$ cat src/rtl/fwm_pkg.sv
package fwm_pkg;

  localparam int unsigned FLAG_N = 5;

  localparam int unsigned FLG_CLASS = 0;
  localparam int unsigned FLG_INSN  = 1;
  localparam int unsigned FLG_RD    = 2;
  localparam int unsigned FLG_WMASK = 3;
  localparam int unsigned FLG_BUS   = 4;

  typedef enum logic [1:0] {
    ACC_NONE  = 2'd0,
    ACC_LOAD  = 2'd1,
    ACC_STORE = 2'd2,
    ACC_AMO   = 2'd3
  } acc_kind_e;

  localparam int unsigned CAUSE_FETCH_FAULT = 1;
  localparam int unsigned CAUSE_LOAD_FAULT  = 5;
  localparam int unsigned CAUSE_STORE_FAULT = 7;

  // Cause code owed by an access of the given kind to the faulting word.
  function automatic int unsigned owed_cause(input logic is_fetch, input logic [1:0] kind);
    if (is_fetch)
      return CAUSE_FETCH_FAULT;
    else if (kind == ACC_LOAD)
      return CAUSE_LOAD_FAULT;
    else
      return CAUSE_STORE_FAULT;
  endfunction

  // True when two byte addresses fall in the same word (low bits masked).
  function automatic logic same_word(input logic [63:0] a, input logic [63:0] b,
                                     input logic [63:0] low_mask);
    return ((a ^ b) & ~low_mask) == 64'd0;
  endfunction

endpackage

$ cat src/rtl/fwm_word_match.sv
module fwm_word_match #(
  parameter int unsigned ADDR_W     = 32,
  parameter int unsigned WORD_BYTES = 4
) (
  input  logic [ADDR_W-1:0] probe_addr,
  input  logic [ADDR_W-1:0] word_addr,
  output logic              in_word
);
  import fwm_pkg::*;

  localparam int unsigned OFF_W = (WORD_BYTES > 1) ? $clog2(WORD_BYTES) : 0;
  localparam logic [63:0] LOW_MASK = (64'd1 << OFF_W) - 64'd1;

  always_comb begin
    in_word = same_word(64'(probe_addr), 64'(word_addr), LOW_MASK);
  end

endmodule

$ cat src/rtl/fwm_rules.sv
module fwm_rules #(
  parameter int unsigned CAUSE_W         = 5,
  parameter int unsigned ILEN            = 32,
  parameter int unsigned REG_W           = 5,
  parameter int unsigned WORD_BYTES      = 4,
  parameter bit          CHECK_BUS_FAULT = 1'b1
) (
  input  logic                       hit_fetch,
  input  logic                       hit_data,
  input  logic                       hit_bus,
  input  logic [1:0]                 mem_op,
  input  logic                       trap,
  input  logic [CAUSE_W-1:0]         cause,
  input  logic [ILEN-1:0]            insn,
  input  logic [REG_W-1:0]           rd_addr,
  input  logic [WORD_BYTES-1:0]      wmask,
  input  logic                       bus_fault,
  output logic [fwm_pkg::FLAG_N-1:0] viol
);
  import fwm_pkg::*;

  logic [CAUSE_W-1:0] cause_owed;
  logic               class_ok;

  always_comb begin
    cause_owed = CAUSE_W'(owed_cause(hit_fetch, mem_op));
    class_ok   = trap && (cause == cause_owed);
  end

  always_comb begin
    viol            = '0;
    viol[FLG_CLASS] = (hit_fetch || hit_data) && !class_ok;
    viol[FLG_INSN]  = hit_fetch && (insn != '0);
    viol[FLG_RD]    = hit_data && (rd_addr != '0);
    viol[FLG_WMASK] = hit_data && (wmask != '0);
    viol[FLG_BUS]   = CHECK_BUS_FAULT ? (hit_bus && !bus_fault) : 1'b0;
  end

endmodule

$ cat src/rtl/fwm_flag_bank.sv
module fwm_flag_bank #(
  parameter int unsigned N = 5
) (
  input  logic         clk,
  input  logic         rst_n,
  input  logic [N-1:0] set_in,
  output logic [N-1:0] flags
);

  for (genvar i = 0; i < N; i++) begin : g_bit
    always_ff @(posedge clk or negedge rst_n) begin
      if (!rst_n)
        flags[i] <= 1'b0;
      else if (set_in[i])
        flags[i] <= 1'b1;
    end
  end

endmodule

$ cat src/rtl/fault_word_monitor.sv
module fault_word_monitor #(
  parameter int unsigned ADDR_W          = 32,
  parameter int unsigned WORD_BYTES      = 4,
  parameter int unsigned ILEN            = 32,
  parameter int unsigned CAUSE_W         = 5,
  parameter int unsigned REG_W           = 5,
  parameter bit          CHECK_BUS_FAULT = 1'b1
) (
  input  logic                       clk,
  input  logic                       rst_n,
  input  logic [ADDR_W-1:0]          fault_addr,
  input  logic                       ret_valid,
  input  logic                       ret_trap,
  input  logic [ADDR_W-1:0]          ret_pc,
  input  logic [ILEN-1:0]            ret_insn,
  input  logic [CAUSE_W-1:0]         ret_cause,
  input  logic [1:0]                 ret_mem_op,
  input  logic [ADDR_W-1:0]          ret_mem_addr,
  input  logic [REG_W-1:0]           ret_rd_addr,
  input  logic [WORD_BYTES-1:0]      ret_mem_wmask,
  input  logic                       bus_req,
  input  logic [ADDR_W-1:0]          bus_addr,
  input  logic                       bus_fault,
  output logic [fwm_pkg::FLAG_N-1:0] err_flags,
  output logic                       err
);
  import fwm_pkg::*;

  localparam int unsigned PROBES = 3;
  localparam int unsigned P_PC   = 0;
  localparam int unsigned P_MEM  = 1;
  localparam int unsigned P_BUS  = 2;

  logic [ADDR_W-1:0] probe [PROBES];
  logic [PROBES-1:0] in_word;

  assign probe[P_PC]  = ret_pc;
  assign probe[P_MEM] = ret_mem_addr;
  assign probe[P_BUS] = bus_addr;

  for (genvar p = 0; p < PROBES; p++) begin : g_probe
    fwm_word_match #(
      .ADDR_W     (ADDR_W),
      .WORD_BYTES (WORD_BYTES)
    ) u_match (
      .probe_addr (probe[p]),
      .word_addr  (fault_addr),
      .in_word    (in_word[p])
    );
  end

  // Named events, visible to the bound checker.
  logic hit_fetch;
  logic hit_data;
  logic hit_bus;

  assign hit_fetch = ret_valid && in_word[P_PC];
  assign hit_data  = ret_valid && !in_word[P_PC] && (ret_mem_op != ACC_NONE) && in_word[P_MEM];
  assign hit_bus   = bus_req && in_word[P_BUS];

  logic [FLAG_N-1:0] viol;

  fwm_rules #(
    .CAUSE_W         (CAUSE_W),
    .ILEN            (ILEN),
    .REG_W           (REG_W),
    .WORD_BYTES      (WORD_BYTES),
    .CHECK_BUS_FAULT (CHECK_BUS_FAULT)
  ) u_rules (
    .hit_fetch (hit_fetch),
    .hit_data  (hit_data),
    .hit_bus   (hit_bus),
    .mem_op    (ret_mem_op),
    .trap      (ret_trap),
    .cause     (ret_cause),
    .insn      (ret_insn),
    .rd_addr   (ret_rd_addr),
    .wmask     (ret_mem_wmask),
    .bus_fault (bus_fault),
    .viol      (viol)
  );

  fwm_flag_bank #(
    .N (FLAG_N)
  ) u_flags (
    .clk    (clk),
    .rst_n  (rst_n),
    .set_in (viol),
    .flags  (err_flags)
  );

  assign err = |err_flags;

endmodule

$ cat config.mk
export PLATFORM = sky130hd
export DESIGN_NAME = fault_word_monitor
export DESIGN_NICKNAME = d
export VERILOG_FILES = /design/src/rtl/fwm_pkg.sv /design/src/rtl/fwm_word_match.sv /design/src/rtl/fwm_rules.sv /design/src/rtl/fwm_flag_bank.sv /design/src/rtl/fault_word_monitor.sv
export SDC_FILE = /design/constraint.sdc
export NUM_CORES = 1
export LEC_CHECK = 0
export ABC_AREA = 0
export CELL_PAD_IN_SITES_DETAIL_PLACEMENT = 1
export CELL_PAD_IN_SITES_GLOBAL_PLACEMENT = 1
export CORE_AREA = 4 4 71 73
export DETAILED_ROUTE_END_ITERATION = 16
export DIE_AREA = 0 0 75 77
export DONT_BUFFER_PORTS = 1
export PLACE_DENSITY_LB_ADDON = 0.1
export SETUP_SLACK_MARGIN = 0.4
export SLEW_MARGIN = 20
export SYNTH_ARGS = -nofsm -noshare
export SYNTH_HDL_FRONTEND = slang
export SYNTH_SLANG_ARGS = --single-unit
$ cat constraint.sdc
create_clock -name clk -period 1.32 [get_ports clk]
set_clock_uncertainty 0.2 [all_clocks]
set_input_delay 0.132 -clock clk [delete_from_list [all_inputs] [get_ports clk]]
set_output_delay 0.132 -clock clk [all_outputs]
set_load 0.01 [all_outputs]
==> results of run 1 <==
==> cell usage after synthesis, drive strengths merged <==
library cell  instances  area share (%)
a21oi                 1            0.38
dfrtp                 5             9.4
nor2                  6             1.7
nand2                 2            0.57
nand3                 3             1.1
nand3b                1            0.57
o211ai                1            0.57
and4b                 1            0.75
and3                  1            0.47
o21ba                 1            0.75
nor3                  3             1.1
or2                   2            0.94
xnor2                50              33
a211oi                1            0.57
or4                   1            0.57
nor4                 20             9.4
a31o                  2             1.3
o21bai                1            0.57
xor2                 41              27
nand4                16             7.5
a41o                  1            0.75
o21ai                 1            0.38
nand2b                1            0.47
==> repair_timing <==
action                     4_1_cts  5_1_grt
pin swaps                        9        6
resized for setup               12       13
hold endpoints to repair         9        4
setup endpoints to repair       11       11
==> layout by cell type (no fill, tap or decap), types with 2 or more instances in the layout <==
cell type / netlist / layout
a31o_1: 2 / 2
xor2_1: 41 / 39
clkbuf_8: 0 / 3
nor3_1: 3 / 2
dfrtp_1: 5 / 3
xnor2_2: 0 / 3
dfrtp_2: 0 / 2
buf_4: 0 / 5
nor2_1: 6 / 6
nor4_2: 0 / 5
nand3_1: 3 / 2
nor4_1: 20 / 14
nand4_1: 16 / 16
xor2_4: 0 / 2
xnor2_1: 50 / 46
==> power by group through the flow <==
stage               clock network, mW  registers (mW)  logic (mW)
CTS                             0.307           0.154       0.333
global route                    0.314           0.154       0.377
floorplan                           0           0.156       0.248
detailed placement                  0           0.156       0.302
finish                          0.300           0.154       0.344
global placement                    0           0.156       0.299
==> worst paths after layout <==
kind                                  start               end  slack (ns)
min in group asynchronous             rst_n  u_flags.flags[0]           0
min                               ret_valid  u_flags.flags[1]       -0.07
max reg2reg                u_flags.flags[0]  u_flags.flags[0]       -0.03
max in group asynchronous             rst_n  u_flags.flags[4]        0.70
max                        u_flags.flags[0]  u_flags.flags[0]       -0.03
min reg2reg                u_flags.flags[4]  u_flags.flags[4]        0.36
==> per-layer routing <==
| layer | vias up | routed length [µm] | GRT usage, % |
|---|---|---|---|
| li1 | 606 | - | - |
| met1 | 579 | 1813 | 17.44 |
| met2 | 112 | 3213 | 36.67 |
| met3 | 7 | 648 | 4.706 |
| met4 | 0 | 83 | 4.270 |
| met5 | - | 0 | 0 |
==> through the flow <==
step,setup WS [ns],instances
global placement,-0.3459,220
finish,-0.03016,225
CTS,-0.09630,225
floorplan,-0.1034,162
detailed placement,-0.4107,220
global route,-0.1084,225
==> area by class of cell <==
| type | instances | area, µm² | area share, % |
|---|---|---|---|
| Sequential cell | 5 | 127.6 | 7.733 |
| Multi-Input combinational cell | 157 | 1354 | 82.03 |
| Timing Repair Buffer | 7 | 58.81 | 3.563 |
| Tap cell | 52 | 65.06 | 3.942 |
| Clock buffer | 4 | 45.04 | 2.729 |
==> worst register-to-register path, delay by kind of cell, from the launching register on <==
family	cells	cell delay, ns
and+or+nand+nor	2	0.38
DFF	1	0.41
AOI/OAI and AO/OA	2	0.24
==> cell families (layout without fill, tap and decap cells) <==
| family | Yosys count | in the layout |
|---|---|---|
| flops | 5 | 5 |
| xor+xnor | 91 | 91 |
| simple gates | 57 | 57 |
| buf+inv | 0 | 11 |
| compound gates | 9 | 9 |
==> run metrics, run 1 <==
area post-placement 1438 µm²; Worst path slowest cell dfrtp_1; fillers 514; Via-to-Cell Ratio 5.796; worst path required time 1.23 ns; vias in the first global route 1615; Startpoint Class register; violated checks negative hold slack, negative setup slack; yosys warns 0; cell count after synthesis 162; WP depth 4; Final Slew Violations 0; Post-DRT Antenna Nets 0; final setup violation count 4; Buf/Inv on CP 0; Net Count, Synth 344; adder-cell share of the synthesized area 0%; I/O pin count 188; Hold WC Path Type input pin to register; Vias 1304; drt pass-1 iters 4; WHS -0.07225 ns; CTS Buffer Depth 2; mux cell area share after synthesis 0%; Die Y 77 µm; pin count of the biggest net entering global routing 6; Nets 356; VDD IR max 272.0 µV; final setup margin -0.03016 ns; clock slew at reported path FFs 0.04 ns; Seq/Total Area, Yosys 9.425%; CP Capture Type register; total power 0.7980 mW; register share of total power 19.3%; Design Area, Final 1650 µm²; CTS Buf Count 3; setup TNS -0.05896 ns; Slew @ Worst Pin 0.4136 ns; Yosys reg bits 5; Final Cycle Share 102.3%; Max Cap Viol 0; logic depth of the worst register-to-register path 4; n_diodes 0; wire per inst 25.60 µm; Port Buffers 0; fin util 37.90%; clock share of power 37.6%; CTS H-Tree Depth 1; min Tclk post-route 1.350 ns; CTS Hold Buffers Added 1; CP top delay family flip-flops; Simple-Gate Fraction of Synth Area 25.26%; CP Data Arrival Time 1.26 ns; Max Clk Rate 740.7 MHz; routability cong. 0.7199; Rows 24; Final Hold Fails 4; CP Cell Sequence and4b_1 -> nand3_2 -> a211oi_2 -> a21oi_1; Psw 0.2282 mW; Synth Area in XOR/XNOR 60.04%; crit path max fanout 4; status complete, but fails checks; combinational power share 43.1%; clock tree root buffer cell clkbuf_8; hpwl dp 5286 µm; Regs by FF count u_flags.flags: 5 flops; Slew HR 72.17%; total gr overflow 0; register with the most flip-flops u_flags.flags; PwrDens 483.5 nW/µm²; layout cells sized above 1 17.34%; hold path depth 2; Synth Area in Compound Gates 5.278%; Cell Area, Synth 1328 µm²; first-pass GRT wire length 7748 µm; Total Routed Length 5759 µm; die width 75 µm; critical path class register to register; clock latency on the worst-skew pair 0.23 ns; Switching Fraction 28.59%; DRC 0; combinational family with the most area after synthesis XOR/XNOR gates; TritonCTS Sinks 5; Lkg Pwr 0.5255 nW; core area 4354 µm²; CTS tree yes; max reg flops 5; syn_area_per_cell 8.195 µm²; initial antenna violation count 0; CP max stage delay 0.41 ns; cell internal pwr 0.5698 mW; initial core utilization 30.49%; Starting DRT DRC Count 17; gr usage total 18.27%; setup bufs post-CTS 0; Synth-to-Final Area Change 24.32%; Die Footprint 5775 µm²; RSZ-0062 raised after global routing true; count of different cell masters after synthesis 24
(Power assumes the default switching activity.)
==> run 2, diff against run 1 <==
--- a/config.mk
+++ b/config.mk
@@ -13,7 +13,7 @@
 export DIE_AREA = 0 0 75 77
 export DONT_BUFFER_PORTS = 1
 export PLACE_DENSITY_LB_ADDON = 0.1
-export SETUP_SLACK_MARGIN = 0.4
+export SETUP_SLACK_MARGIN = 0.02
 export SLEW_MARGIN = 20
 export SYNTH_ARGS = -nofsm -noshare
 export SYNTH_HDL_FRONTEND = slang
==> run 2 against run 1 <==
Net effect: the run still ends with negative hold slack, negative setup slack left; via count grew 2.2%; worst setup slack lost 0.035 ns; clock power shrank 4%; fmax shrank 2.5%; first-iteration DRC count grew 100%; cell count grew 2.7%; sequential power is essentially flat; core utilization grew 0.92 points; clock-buffer cell count is the same; sequential share of layout area shrank 0.33 points; die area is the same; final area grew 2.4%; critical path type is now input pin to register.
==> run metrics, run 2 (synthesized netlist as in run 1, its figures left out) <==
Final Cycle Share 105.0%; Final Hold Fails 2; status complete, but fails checks; Synth-to-Final Area Change 27.33%; CTS Hold Buffers Added 8; CTS Buffer Depth 2; CP Data Arrival Time 1.29 ns; max reg flops 5; Hold WC Path Type input pin to async pin; gr usage total 18.74%; register share of total power 19.3%; clock share of power 36.2%; WHS -0.001983 ns; routability cong. 0.7374; VDD IR max 380.8 µV; highest-count cells in the layout ignoring fill and taps xnor2_1, xor2_1, nand4_1; fillers 512; CP max stage delay 0.35 ns; final setup violation count 3; dpl cells 219; Buf/Inv on CP 0; Slew HR 75.99%; core area 4354 µm²; Post-DRT Antenna Nets 0; wire per inst 25.79 µm; initial antenna violation count 0; first-pass GRT wire length 8273 µm; clock tree root buffer cell clkbuf_8; Max Clk Rate 721.8 MHz; register with the most flip-flops u_flags.flags; final setup margin -0.06540 ns; CTS H-Tree Depth 1; CP Capture Type register; PwrDens 471.6 nW/µm²; die width 75 µm; pin count of the biggest net entering global routing 6; CTS tree yes; Worst path slowest cell nor4_2; Port Buffers 0; Switching Fraction 27.93%; Psw 0.2227 mW; min Tclk post-route 1.385 ns; Nets 362; Regs by FF count u_flags.flags: 5 flops; Total Routed Length 5957 µm; CP top delay family simple AND/OR/NAND/NOR gates; Lkg Pwr 0.5438 nW; clock latency on the worst-skew pair 0.22 ns; initial core utilization 30.49%; I/O pin count 188; Startpoint Class input pin; n_diodes 0; Rows 24; violated checks negative hold slack, negative setup slack; drt pass-1 iters 4; Slew @ Worst Pin 0.3576 ns; layout cells sized above 1 13.97%; most common cell after layout, fill and taps aside xnor2_1; crit path max fanout 3; Final Non-Filler Cells 231; clock slew at reported path FFs 0.04 ns; Starting DRT DRC Count 34; Design Area, Final 1690 µm²; hpwl dp 5355 µm; Die Footprint 5775 µm²; CTS Buf Count 3; area post-placement 1430 µm²; RSZ-0062 raised after global routing true; Final Slew Violations 0; critical path class input pin to register; TritonCTS Sinks 5; Max Cap Viol 0; combinational power share 44.5%; Die Y 77 µm; setup bufs post-CTS 0; CP Cell Sequence xor2_2 -> nor4_2 -> nand4_1 -> or2_4 -> a31o_1; worst path required time 1.22 ns; Via-to-Cell Ratio 5.771; vias in the first global route 1665; DRC 0; Vias 1333; total gr overflow 0; cell internal pwr 0.5745 mW
run 2: cell types whose count changed in the layout (fill, tap and decap cells not counted), moves of 2 or more:
cell / delta
xnor2_2: -3
dfrtp_1: +2
dlygate4sd3_1: +6
xor2_2: +2
xnor2_1: +4
dfrtp_2: -2
xor2_1: -2
run 2: per-stage QoR:
step	hold slack, ns	utilization, %	power (mW)	worst slack, ns	setup TNS [ns]
after detailed placement	-0.3634	32.84	0.4593	-0.4300	-1.567
after global routing	-0.003870	38.82	0.8467	-0.09800	-0.3596
after CTS	0.001055	37.01	0.7912	-0.08677	-0.2469
after global placement	-0.3634	32.84	0.4555	-0.4650	-1.741
after floorplan	-0.3636	-	0.4044	-0.1034	-0.2092
final	-0.001983	38.82	0.7972	-0.06540	-0.1644
run 2: path summary, 6_finish.rpt:
path | start | endpoint | slack [ns] | cells past startpoint
setup reg to reg | u_flags.flags[0] | u_flags.flags[0] | -0.03 | 4
hold / removal | rst_n | u_flags.flags[1] | -0.002 | 1
setup / recovery | ret_pc[27] | u_flags.flags[3] | -0.07 | 5
hold reg to reg | u_flags.flags[4] | u_flags.flags[4] | 0.40 | 1
min in group clk | ret_cause[2] | u_flags.flags[0] | 0 | 4
max in group asynchronous | rst_n | u_flags.flags[2] | 0.72 | 1
run 2: area by class of cell:
class | instances | area (µm²) | share of cell area, %
Multi-Input combinational cell | 157 | 1331 | 78.76
Tap cell | 52 | 65.06 | 3.849
Timing Repair Buffer | 13 | 123.9 | 7.328
Clock buffer | 4 | 45.04 | 2.665
Sequential cell | 5 | 125.1 | 7.402
run 2: routing by layer:
| metal | vias up | global-route usage [%] | part of all wire, % |
|---|---|---|---|
| met5 | - | 0 | 0 |
| met4 | 0 | 1.246 | 0.17 |
| met3 | 2 | 5.359 | 12 |
| met2 | 103 | 37.98 | 58 |
| met1 | 612 | 18.62 | 30 |
| li1 | 616 | - | - |
run 2: worst register-to-register path, stage by stage, from the launching register on:
cell      delay, ns
dfrtp_1        0.40
and4b_1        0.30
nand3_2        0.08
a211oi_2       0.21
a21oi_2        0.04
run 2: power groups by stage:
stage	combinational (mW)	clock, mW	sequential, mW
after floorplan	0.248	0	0.156
final	0.354	0.289	0.154
after detailed placement	0.303	0	0.156
after global routing	0.387	0.306	0.154
after CTS	0.343	0.294	0.154
after global placement	0.299	0	0.156
run 2: repair_timing:
action,CTS,global route
resized for setup,10,12
pin swaps,5,4
hold endpoints to repair,8,1
endpoints found under the setup margin,5,5
